--- config.mk ---
export PLATFORM = sky130hd
export DESIGN_NAME = alarm_pair
export DESIGN_NICKNAME = d
export VERILOG_FILES = /design/src/rtl/alarm_pair.sv
export SDC_FILE = /design/constraint.sdc
export NUM_CORES = 1
export LEC_CHECK = 0
export ABC_AREA = 1
export BUFFER_PORTS_ARGS = -buffer_cell sky130_fd_sc_hd__buf_4
export CAP_MARGIN = 10
export CORE_ASPECT_RATIO = 1.25
export CORE_UTILIZATION = 55
export CTS_BUF_LIST = sky130_fd_sc_hd__clkbuf_8
export DETAILED_ROUTE_END_ITERATION = 6
export PLACE_DENSITY = 0.86
export SYNTH_ARGS = -nofsm -noshare
export SYNTH_HDL_FRONTEND = slang
export SYNTH_SLANG_ARGS = --single-unit
--- constraint.sdc ---
create_clock -name clk -period 4.9 [get_ports clk]
set_input_delay 0.735 -clock clk [delete_from_list [all_inputs] [get_ports clk]]
set_output_delay 0.735 -clock clk [all_outputs]
set_load 0.02 [all_outputs]
--- src/rtl/alarm_pair.sv ---
module alarm_pair #(
  parameter int DW   = 15,
  parameter int DLYW = 8
) (
  input  logic            clk,
  input  logic            rst_n,
  input  logic            smp_valid,
  input  logic [DW-1:0]   smp_data,
  input  logic [DW-1:0]   lim0,
  input  logic [DW-1:0]   band0,
  input  logic            dir0,
  input  logic [DLYW-1:0] on_dly0,
  input  logic [DLYW-1:0] off_dly0,
  input  logic            en0,
  input  logic [DW-1:0]   lim1,
  input  logic [DW-1:0]   band1,
  input  logic            dir1,
  input  logic [DLYW-1:0] on_dly1,
  input  logic [DLYW-1:0] off_dly1,
  input  logic            en1,
  input  logic            win_mode,
  input  logic            io2_free,
  output logic            alarm_io1,
  output logic            alarm_io2
);

  localparam int EW = DW + 1;
  localparam int CW = DLYW + 1;

  logic [DW-1:0]   lim  [2];
  logic [DW-1:0]   band [2];
  logic [DLYW-1:0] on_d [2];
  logic [DLYW-1:0] off_d[2];
  logic [1:0]      dir, fen;
  logic [1:0]      hs, hn, cond, flt;
  logic [DLYW-1:0] cnt [2];
  logic            win_out;

  assign lim[0]   = lim0;     assign lim[1]   = lim1;
  assign band[0]  = band0;    assign band[1]  = band1;
  assign on_d[0]  = on_dly0;  assign on_d[1]  = on_dly1;
  assign off_d[0] = off_dly0; assign off_d[1] = off_dly1;
  assign dir      = {dir1, dir0};
  assign fen      = {en1 & ~win_mode, en0};

  wire [EW-1:0] x = {1'b0, smp_data};

  assign win_out = (hn[0] | hn[1]) ^ dir0;
  assign cond[0] = win_mode ? win_out : hn[0];
  assign cond[1] = hn[1];

  for (genvar k = 0; k < 2; k++) begin : g_ch
    logic          low_sense;
    logic [EW-1:0] l_e, lpb, xpb;
    logic          hi_set, hi_clr, lo_set, lo_clr;
    logic [DLYW-1:0] need;
    logic [CW-1:0] cnt_inc;

    assign low_sense = win_mode ? (k == 1) : dir[k];
    assign l_e    = {1'b0, lim[k]};
    assign lpb    = l_e + {1'b0, band[k]};
    assign xpb    = x + {1'b0, band[k]};
    assign hi_set = x > l_e;
    assign hi_clr = xpb < l_e;
    assign lo_set = x < l_e;
    assign lo_clr = x > lpb;
    assign hn[k]  = low_sense ? (lo_set | (hs[k] & ~lo_clr))
                              : (hi_set | (hs[k] & ~hi_clr));

    assign need    = cond[k] ? on_d[k] : off_d[k];
    assign cnt_inc = {1'b0, cnt[k]} + CW'(1);

    always_ff @(posedge clk or negedge rst_n) begin
      if (!rst_n)         hs[k] <= 1'b0;
      else if (smp_valid) hs[k] <= hn[k];
    end

    always_ff @(posedge clk or negedge rst_n) begin
      if (!rst_n) begin
        flt[k] <= 1'b0;
        cnt[k] <= '0;
      end else if (!fen[k]) begin
        flt[k] <= 1'b0;
        cnt[k] <= '0;
      end else if (smp_valid) begin
        if (cond[k] != flt[k]) begin
          if (cnt_inc >= {1'b0, need}) begin
            flt[k] <= cond[k];
            cnt[k] <= '0;
          end else begin
            cnt[k] <= cnt_inc[DLYW-1:0];
          end
        end else begin
          cnt[k] <= '0;
        end
      end
    end

    AST_IDLE_HOLD: assert property (@(posedge clk) disable iff (!rst_n)
      (!smp_valid && fen[k]) |=> $stable(flt[k]));
    AST_RISE_QUAL: assert property (@(posedge clk) disable iff (!rst_n)
      $rose(flt[k]) |-> $past(smp_valid && cond[k]));
    AST_FALL_QUAL: assert property (@(posedge clk) disable iff (!rst_n)
      ($fell(flt[k]) && $past(fen[k])) |-> $past(smp_valid && !cond[k]));
    AST_REVERSAL_CLEARS: assert property (@(posedge clk) disable iff (!rst_n)
      (smp_valid && fen[k] && cond[k] == flt[k]) |=> (cnt[k] == '0));
  end

  assign alarm_io1 = flt[0];
  assign alarm_io2 = flt[1] & io2_free;

  AST_WINDOW_IO2_QUIET: assert property (@(posedge clk) disable iff (!rst_n)
    win_mode |=> !alarm_io2);
  AST_DISABLE_CLEARS: assert property (@(posedge clk) disable iff (!rst_n)
    !en0 |=> !alarm_io1);

endmodule

==> flow_metrics.env <==
export IMPL_crit_fanout=5
export IMPL_htree_num_levels=1
export IMPL_drt_iter0_drc=317
export IMPL_drt_total_wl_mm=19.9
export IMPL_layout_setup_ws_ns=-0.401
export IMPL_numCtsBuffers=3
export IMPL_synth_yosys_warnings=0
export IMPL_setup_viol=18
export IMPL_drv_slew=0
export IMPL_ff2ff_path_depth=15
export IMPL_relSlewSlack=0.587
export IMPL_syn_avg_cell_area_um2=7.16
export IMPL_diodes=0
export IMPL_cts_hold_buffers=0
export IMPL_slowest_delay_ns=0.32
export IMPL_fin_total_pwr_mw=1.56
export IMPL_regToRegSetupSlack_ns=2.15
export IMPL_pin_count=118
export IMPL_ys_types=47
export IMPL_num_fill_cells=805
export IMPL_p_leak_nw=5.05
export IMPL_peakVddDrop_mv=0.161
export IMPL_std_cell_rows=44
export IMPL_gp_congestion=0.929
export IMPL_die_x_um=99.4
export IMPL_vias=7359
export IMPL_die_h_um=124
export IMPL_ys_flop_type="dfrtp_1"
export IMPL_clock_latency_ns=0.26
export IMPL_min_period_over_period=1.08
export IMPL_drv_cap=0
export IMPL_critPathArrivalTime_ns=5.51
export IMPL_fin_nets=1463
export IMPL_crit_slowest_cell="ha_1"
export IMPL_fin_util=0.790
export IMPL_cts_tree="done"
export IMPL_die_area_um2=12300
export IMPL_core_area_um2=11600
export IMPL_hpwl_mm=16.3
export IMPL_synth_edf_count=0
export IMPL_crit_type="in -> reg"
export IMPL_antenna_left=0
export IMPL_drtPass1Iterations=5
export IMPL_start_util=0.565
export IMPL_cts_buffer_depth=2
export IMPL_portBuffers=117
export IMPL_synthArstFlopShare=1.00
export IMPL_cp_required_ns=5.11
export IMPL_r2r_end="cnt[1]"
export IMPL_cp_end_kind="register"
export IMPL_wl_per_cell_um=15.1
export IMPL_grt_antenna_before_repair=0
export IMPL_drive_gt1_frac=0.315
export IMPL_hold_slack_ns=0.336
export IMPL_drc=0
export IMPL_synth_area_um2=6530
export IMPL_r2r_start="cnt[0]"
export IMPL_finClkSkew_ns=0.0104
export IMPL_outcome="finished, violations left"
export IMPL_finalHoldViolCount=0
export IMPL_crit_path_frequent_cell="buf_4"
export IMPL_synth_fp_nets=1198
export IMPL_worst_slew_pin_slew_ns=0.618
export IMPL_grt_total_usage=0.303
export IMPL_cts_root_buf="clkbuf_8"
export IMPL_finalCriticalPeriod_ns=5.30
export IMPL_grt_pass1_wl_mm=30.3
export IMPL_grt_ovfl_total=0
export IMPL_timing_fmax_mhz=189
export IMPL_powerDensity_nw_per_um2=170
export IMPL_synthCells=912
export IMPL_failed_checks="negative setup slack"
export IMPL_path_clk_slew_ns=0.08
export IMPL_rsz0062_at_grt="true"
export IMPL_area_delta_synth_final_pct=39.9
export IMPL_synth_seq_cells=20
export IMPL_hold_class="in -> async"
export IMPL_clock_sinks=20
export IMPL_critPathLaunchType="input port"
export IMPL_grt_pass1_vias=7458
export IMPL_vias_per_cell=5.60
export IMPL_synth_seq_area_share=0.0767
export IMPL_grt_max_degree=21
## metrics by stage
stage	setup TNS, ns	std cells	instance area [µm²]	setup WS [ns]
floorplan	-2.23	912	6600	-0.189
global placement	-11.88	1291	8610	-0.729
detailed placement	-13.37	1291	8610	-0.822
CTS	-3.67	1311	8930	-0.249
global route	-13.14	1314	9130	-0.813
finish	-5.70	1314	9130	-0.401
## kinds of logic after synthesis
logic type / count (synthesis) / synth area share
compound gates: 186 / 0.169
xor+xnor: 63 / 0.0857
fa+ha+maj: 170 / 0.331
buf+inv: 143 / 0.0853
flops: 20 / 0.0767
mux: 9 / 0.0146
simple gates: 321 / 0.238
## critical path, delay by kind of cell
kind | cells | cell delay [ns]
adder cells (fa/ha/maj) | 3 | 0.93
AO/OA/AOI/OAI | 8 | 0.92
AND/OR/NAND/NOR | 14 | 1.30
buffers and inverters | 12 | 1.45
XOR/XNOR | 1 | 0.15
## layer usage
layer  up-vias  GRT usage  wire length [µm]
li1       3664          -                 -
met5         -          0                 0
met4         0      0.174              1250
met2       268      0.640             10700
met3       108     0.0224               767
met1      3319      0.280              7210
## cells in the final DEF, fill, tap and decap left out, drive strengths merged, types with 5 or more instances in the layout
master    n
nand3    35
nor3     22
inv     141
ha      166
buf     261
mux2i     8
xor2     43
o21bai    8
a21oi    95
nor2     42
nand2   186
nand4    27
a21o      9
o21ai    43
xnor2    20
dfrtp    20
a31oi     7
a211oi    5
nand3b    6
## cell usage after synthesis (all sizes together), types with 9 or more instances
| cell type | n | area share |
|---|---|---|
| a21o | 9 | 0.011 |
| a21oi | 95 | 0.078 |
| dfrtp | 20 | 0.077 |
| ha | 166 | 0.32 |
| inv | 141 | 0.081 |
| nand2 | 185 | 0.12 |
| nand3 | 35 | 0.030 |
| nand4 | 27 | 0.027 |
| nor2 | 42 | 0.025 |
| nor3 | 22 | 0.022 |
| o21ai | 43 | 0.037 |
| xnor2 | 20 | 0.028 |
| xor2 | 43 | 0.058 |
## report_power, final
| group | leakage [nW] | internal, mW | switching, mW |
|---|---|---|---|
| clock network | 0.0357 | 0.109 | 0.0577 |
| registers | 0.271 | 0.173 | 0.0110 |
| logic | 4.75 | 0.581 | 0.623 |
## state kept, by name, summed over array words and instances (netlist names)
register	flops
hs	2
cnt	16
flt	1
alarm_io1	1
## repair_timing
action,in CTS,in global routing
pin swaps,10,6
resized for setup,28,30
cloned,0,1
setup buffers,16,2
endpoints found under the setup margin,18,18
## how the worst max path moves through the flow
stage / from / to / slack [ns] / cells past startpoint
after floorplan: smp_data[0] / cnt[5] / -0.19 / 37
after global placement: band1[0] / cnt[7] / -0.73 / 36
after detailed placement: band1[0] / cnt[4] / -0.82 / 36
after CTS: band1[0] / flt[1] / -0.25 / 38
after global routing: band1[0] / cnt[8] / -0.81 / 41
final: smp_data[3] / cnt[14] / -0.40 / 38
## area by class of cell
type                            count  area (µm²)  area share
Multi-Input combinational cell    750        5800       0.636
Tap cell                          138         173      0.0189
Sequential cell                    20         500      0.0548
Inverter                          141         529      0.0580
Clock buffer                        3        41.3     0.00452
Timing Repair Buffer              261        2050       0.225
Clock inverter                      1        30.0     0.00329
(Power assumes the default switching activity.)
